**config.mk**
```make
export PLATFORM = sky130hd
export DESIGN_NAME = crc_prog_engine
export DESIGN_NICKNAME = d
export VERILOG_FILES = /design/src/rtl/crc_prog_pkg.sv /design/src/rtl/crc_prog_cell.sv /design/src/rtl/crc_prog_array.sv /design/src/rtl/crc_prog_feed.sv /design/src/rtl/crc_prog_engine.sv
export SDC_FILE = /design/constraint.sdc
export NUM_CORES = 2
export LEC_CHECK = 0
export BUFFER_PORTS_ARGS = -buffer_cell sky130_fd_sc_hd__buf_2
export CAP_MARGIN = 10
export CORE_MARGIN = 4
export CORE_UTILIZATION = 30
export CTS_CLUSTER_DIAMETER = 80
export DETAILED_ROUTE_END_ITERATION = 8
export GPL_TIMING_DRIVEN = 0
export PLACE_DENSITY_LB_ADDON = 0.08
export SLEW_MARGIN = 20
export SYNTH_ARGS = -nofsm -noshare
export SYNTH_HDL_FRONTEND = slang
export SYNTH_SLANG_ARGS = --single-unit
```
**constraint.sdc**
```tcl
create_clock -name clk -period 12.6 [get_ports clk]
set_input_delay 1.26 -clock clk [delete_from_list [all_inputs] [get_ports clk]]
set_output_delay 1.26 -clock clk [all_outputs]
set_load 0.03 [all_outputs]
```
**src/rtl/crc_prog_pkg.sv**
```systemverilog
package crc_prog_pkg;
  localparam int unsigned BYTE_SHIFT = 3;
endpackage

```
**src/rtl/crc_prog_cell.sv**
```systemverilog
module crc_prog_cell (
  input  logic clk,
  input  logic rst_n,
  input  logic cfg_we,
  input  logic cfg_bit,
  input  logic pass_in,
  input  logic tap_in,
  output logic cell_out
);
  logic sel_q;
  logic sel_d;

  always_comb begin
    sel_d = cfg_bit;
  end

  always_ff @(posedge clk or negedge rst_n) begin
    if (!rst_n) begin
      sel_q <= 1'b0;
    end else if (cfg_we) begin
      sel_q <= sel_d;
    end
  end

  assign cell_out = sel_q ? (pass_in ^ tap_in) : pass_in;
endmodule

```
**src/rtl/crc_prog_array.sv**
```systemverilog
module crc_prog_array #(
  parameter int unsigned DATA_W = 32,
  parameter int unsigned CRC_W  = 32
) (
  input  logic              clk,
  input  logic              rst_n,
  input  logic [DATA_W-1:0] col_en,
  input  logic [CRC_W-1:0]  cfg_data,
  input  logic [DATA_W-1:0] col_in,
  output logic [CRC_W-1:0]  row_out
);
  for (genvar r = 0; r < CRC_W; r++) begin : g_row
    logic [DATA_W:0] link;
    assign link[0] = 1'b0;
    for (genvar c = 0; c < DATA_W; c++) begin : g_col
      crc_prog_cell u_cell (
        .clk      (clk),
        .rst_n    (rst_n),
        .cfg_we   (col_en[c]),
        .cfg_bit  (cfg_data[r]),
        .pass_in  (link[c]),
        .tap_in   (col_in[c]),
        .cell_out (link[c+1])
      );
    end
    assign row_out[r] = link[DATA_W];
  end
endmodule

```
**src/rtl/crc_prog_feed.sv**
```systemverilog
module crc_prog_feed
  import crc_prog_pkg::*;
#(
  parameter int unsigned DATA_W = 32,
  parameter int unsigned CRC_W  = 32,
  localparam int unsigned LW    = $clog2(CRC_W),
  localparam int unsigned BW    = $clog2(DATA_W / 8),
  localparam int unsigned PW    = DATA_W + CRC_W,
  localparam int unsigned SHW   = $clog2(PW + 1)
) (
  input  logic [CRC_W-1:0]  crc_base,
  input  logic [DATA_W-1:0] in_data,
  input  logic [LW-1:0]     len_m1,
  input  logic [BW-1:0]     bytes_m1,
  output logic [DATA_W-1:0] col_in,
  output logic [CRC_W-1:0]  row_bypass,
  output logic [CRC_W-1:0]  len_mask
);
  logic [SHW-1:0]    n_bits;
  logic [SHW-1:0]    k_bits;
  logic [PW-1:0]     p_shift;
  logic [DATA_W-1:0] col_fb;

  always_comb begin
    n_bits = SHW'(len_m1) + SHW'(1);
    k_bits = (SHW'(bytes_m1) + SHW'(1)) << BYTE_SHIFT;
  end

  for (genvar r = 0; r < CRC_W; r++) begin : g_mask
    assign len_mask[r] = (n_bits > SHW'(r));
  end

  // old remainder times x^k, split into the part that still needs reducing
  // (columns) and the part already below degree n (rows)
  assign p_shift    = PW'(crc_base & len_mask) << k_bits;
  assign col_fb     = DATA_W'(p_shift >> n_bits);
  assign row_bypass = p_shift[CRC_W-1:0] & len_mask;

  for (genvar c = 0; c < DATA_W; c++) begin : g_col
    assign col_in[c] = (in_data[c] & (k_bits > SHW'(c))) ^ col_fb[c];
  end
endmodule

```
**src/rtl/crc_prog_engine.sv**
```systemverilog
module crc_prog_engine #(
  parameter int unsigned DATA_W = 32,
  parameter int unsigned CRC_W  = 32,
  localparam int unsigned LW    = $clog2(CRC_W),
  localparam int unsigned BW    = $clog2(DATA_W / 8)
) (
  input  logic              clk,
  input  logic              rst_n,
  input  logic [DATA_W-1:0] cfg_col_en,
  input  logic [CRC_W-1:0]  cfg_data,
  input  logic [LW-1:0]     crc_len_m1,
  input  logic [CRC_W-1:0]  init_value,
  input  logic              start,
  input  logic              in_valid,
  input  logic              in_last,
  input  logic [BW-1:0]     in_bytes_m1,
  input  logic [DATA_W-1:0] in_data,
  output logic [CRC_W-1:0]  crc_out,
  output logic              crc_done
);
  logic [CRC_W-1:0]  crc_q;
  logic [CRC_W-1:0]  crc_d;
  logic              crc_en;
  logic              done_q;
  logic              done_d;
  logic [CRC_W-1:0]  base;
  logic [DATA_W-1:0] col_in;
  logic [CRC_W-1:0]  row_bypass;
  logic [CRC_W-1:0]  len_mask;
  logic [CRC_W-1:0]  row_out;

  assign base = start ? init_value : crc_q;

  crc_prog_feed #(.DATA_W(DATA_W), .CRC_W(CRC_W)) u_feed (
    .crc_base   (base),
    .in_data    (in_data),
    .len_m1     (crc_len_m1),
    .bytes_m1   (in_bytes_m1),
    .col_in     (col_in),
    .row_bypass (row_bypass),
    .len_mask   (len_mask)
  );

  crc_prog_array #(.DATA_W(DATA_W), .CRC_W(CRC_W)) u_array (
    .clk      (clk),
    .rst_n    (rst_n),
    .col_en   (cfg_col_en),
    .cfg_data (cfg_data),
    .col_in   (col_in),
    .row_out  (row_out)
  );

  always_comb begin
    crc_en = start | in_valid;
    done_d = in_valid & in_last;
    if (in_valid) begin
      crc_d = (row_out ^ row_bypass) & len_mask;
    end else begin
      crc_d = base & len_mask;
    end
  end

  always_ff @(posedge clk or negedge rst_n) begin
    if (!rst_n) begin
      crc_q  <= '0;
      done_q <= 1'b0;
    end else begin
      if (crc_en) begin
        crc_q <= crc_d;
      end
      done_q <= done_d;
    end
  end

  assign crc_out  = crc_q & len_mask;
  assign crc_done = done_q;
endmodule

```
==> results.txt <==
- Grt met2 use: 52.3%
- Of the cells placed in the final design, the portion with a size suffix greater than 1 is 28.8%.
- The die covers 0.219 sq mm.
- Period minus WS final: 12900 ps
- In the routed design, unresolved DRC markers number 0.
- Number of hold buffers added after cts: 0
* Startpoint type of the worst setup path: primary input
* Worst-margin pin slew: about 1400 ps
* Proportion of synthesized chip area in sequential cells: roughly two fifths
* Number of antenna violations at the first check in global routing: 39
* Count of fill cells added during filler insertion: 21500
* Number of different library cells in the post-synthesis netlist: 124
- Placement Setup Slack: -2200 ps
- Total number of vias: ~50000
- In this run the cell area of the synthesized design comes to between 0.06 and 0.07 sq mm.
- The count of nets left with antenna violations once routing finished came out at 0.
- Peak-usage layer in the global routing report: met2
* Worst Setup Slack, final: -304 ps
- Once placement finished, the instance area stood at just under 0.07 sq mm.
* Maximum number of pins on one net before global-route repair: 117
* Wire length of the first global-routing pass: ~490 mm
- CTS placed an instance of sky130_fd_sc_hd__clkbuf_16 at the clock tree root.
- STA puts the critical path data arrival time at 13550 ps.
* CP max stage delay: roughly 730 ps
* Post CTS Setup Buffer Count: 0
- Reported leakage power: about 31 nW
- Across the run, the number of max-cap violations was 0.
- The critical path is of the in -> reg type.
- GRT Overall Usage: 33.5%
- The largest individual stage delay along the critical path comes from the cell sky130_fd_sc_hd__mux2i_2.
- Power density cells: 212 mW/mm^2
* GR Overflow Total: 0
- The finished cells cover ~0.073 sq mm.
- Die outline height: 468 microns
- Resized cells post-CTS: 29
- The flow ran to the end, but the final reports show violations.
- CTS Sinks: 1057
- The worst register-to-register path begins at crc_q[15]$_DFFE_PN0P_.
* Violated checks: setup timing
- The final-report max-slew violation count came to 0.
- Setup repair after global routing left no endpoint under its margin.
- Most frequent standard cell in the layout excluding fill and tap cells: sky130_fd_sc_hd__nand2_1
- Buffers placed on the I/O ports in this run total approximately 140.
- Post-synth EDFFs: 0
* CP Max Fanout: 11
- Launch point of the critical path: crc_len_m1[1]
- Syn-to-layout area delta: 15.7%
- Worst voltage drop across the vdd grid: about 0.00023 V
- After detailed routing, the number of vias per cell comes to 5.66.
* Required time of the critical path: 13250 ps
- Fin nets: approximately 6300
- The average instance in the mapped netlist occupies roughly 11 sq um.
- The clock passes through at most 3 buffers.
* Final RePlAce weighted congestion: ~1.0
* Number of global-route vias before repair: 49900
- For this design the top-level I/O count stands at 173.
- The final hold violation count was 0.
* Highest attainable clock frequency: 77.5 MHz
* Number of synthesized register bits: 1057
- In this run the number of H-tree levels came out at 4.
* Rows: between 150 and 200
- Clock tree from TritonCTS: yes
- Power comes to 15.5 mW.
* Post-detailed-placement half-perimeter wirelength: 276 mm
- The worst hold path belongs to the class in -> async.
- In the layout the commonest cells are 1107 x sky130_fd_sc_hd__nand2_1, 1057 x sky130_fd_sc_hd__dfrtp_1, 1025 x sky130_fd_sc_hd__mux2_2.
- Clock input transition at the sequential cells of the worst setup and hold paths: about 50 ps
* GR Layer Usage met3: 6.05%
- Number of nets produced by synthesis: a little under 6000
* Critical Path End Type: flip-flop
- Max transition margin: 9.38%
- Core area: 0.210 sq mm
- First-pass detailed-route iteration total: 6
* Number of buffers created by CTS: 132
- Die width: 468 microns
- Final hold slack: 347 ps
* Number of warning messages in the yosys log: 0
- Source-to-sink clock delay at the later pin of the worst-skew pair: ~800 ps
* Total Neg Setup Slack: -2650 ps
- Setup violations remaining at the end of the flow were counted as 22.
* Most frequent CP cell: sky130_fd_sc_hd__buf_2
* Ratio of final minimum period to clock period: 102%
- Detailed-route wire length per cell: 41.1 microns
- Once the floorplan was initialized, standard cells occupied 30.2% of the core.
* Share of synthesized registers carrying an async set or reset: 100%
- For this block, the initial DRC count from the detailed router was 5539.
- Synth Instances: ~5800
- For the final database, setup skew stands at ~23 ps.
- The most used flip-flop cell after synthesis is sky130_fd_sc_hd__dfrtp_1.
- For met1 alone, demand over resource in global routing was around 46%.
* Final wirelength: 372 mm
final cells by class:
type                    count  area (sq um)  area share, %
clock buffers             194          3910           5.33
diodes                     14          35.0         0.0478
repair buffers            188          1710           2.34
multi-input cells        4261         35000           47.7
well taps                2805          3510           4.78
plain buffers             469          2280           3.10
clock inverters            29           322          0.438
inverters                  33           124          0.169
flip-flops and latches   1057         26500           36.1
cell usage after synthesis (all sizes together), types with 19 or more instances:
library cell  instances  area share [%]
xnor3               184             6.5
xor2                170             2.4
o21ai               108            0.87
nand2              1108             6.6
dfrtp              1057              42
a211oi               33            0.46
mux2               1027              18
a31oi                48            0.50
nand3                94            0.79
nor3b                19            0.23
and3                 30            0.31
and2                 61            0.60
nand2b               26            0.26
buf                 245             2.0
nor2                130            0.77
clkbuf              225             1.3
a31o                 23            0.32
o22ai                38            0.40
xnor2               467             6.5
a21oi                95            0.75
nor3                 52            0.43
mux2i                36            0.58
o211ai               35            0.45
inv                  29            0.17
nor2b                37            0.37
a21o                 21            0.25
o31ai                22            0.28
registers in the layout, summed over array words and instances, names as in the netlist:
register and cells:
crc_q 32, crc_done 1, u_array.g_row.g_col.u_cell.sel_q 1024
logic make-up after synthesis:
group / synth area share [%]
buffers and inverters: 3.51
AND/OR/NAND/NOR: 11.4
AO/OA/AOI/OAI: 8.30
multiplexers: 19.1
adder cells (fa/ha/maj): 0.178
XOR/XNOR: 15.8
flip-flops: 41.7
critical path, delay by kind of cell:
family	cells	cell delay, ps
AO/OA/AOI/OAI	5	2060
XOR/XNOR	4	1370
adder cells (fa/ha/maj)	1	480
buffers and inverters	12	5390
multiplexers	2	1210
AND/OR/NAND/NOR	5	1630
path summary, 6_finish.rpt:
path / cells past startpoint / end / slack [ps]
min in group clk: 1 / u_array.g_row[29].g_col[10].u_cell.sel_q$_DFFE_PN0P_ / 500
setup / recovery: 29 / crc_q[14]$_DFFE_PN0P_ / -300
max in group asynchronous: 5 / u_array.g_row[4].g_col[28].u_cell.sel_q$_DFFE_PN0P_ / 9790
hold / removal: 1 / u_array.g_row[19].g_col[4].u_cell.sel_q$_DFFE_PN0P_ / 350
hold reg to reg: 1 / u_array.g_row[29].g_col[10].u_cell.sel_q$_DFFE_PN0P_ / 500
setup reg to reg: 19 / crc_q[18]$_DFFE_PN0P_ / 4030
where the power goes:
group          internal [mW]  switching, mW
sequential              3.77          0.198
clock                   2.21           1.64
combinational           2.76           4.96
total                   8.74           6.80
metrics by stage:
stage	util, %	cells
2_1_floorplan	-	5821
3_3_place_gp	32.2	8764
3_5_place_dp	32.9	8813
4_1_cts	34.9	9036
5_1_grt	34.9	9036
6_report	35.0	9050
metal layers:
metal,wire (microns),up-vias
met4,17700,4
li1,-,20900
met3,23800,591
met5,26,-
met1,164000,27500
met2,167000,2300
No activity file was read; power rests on OpenSTA's default activity.
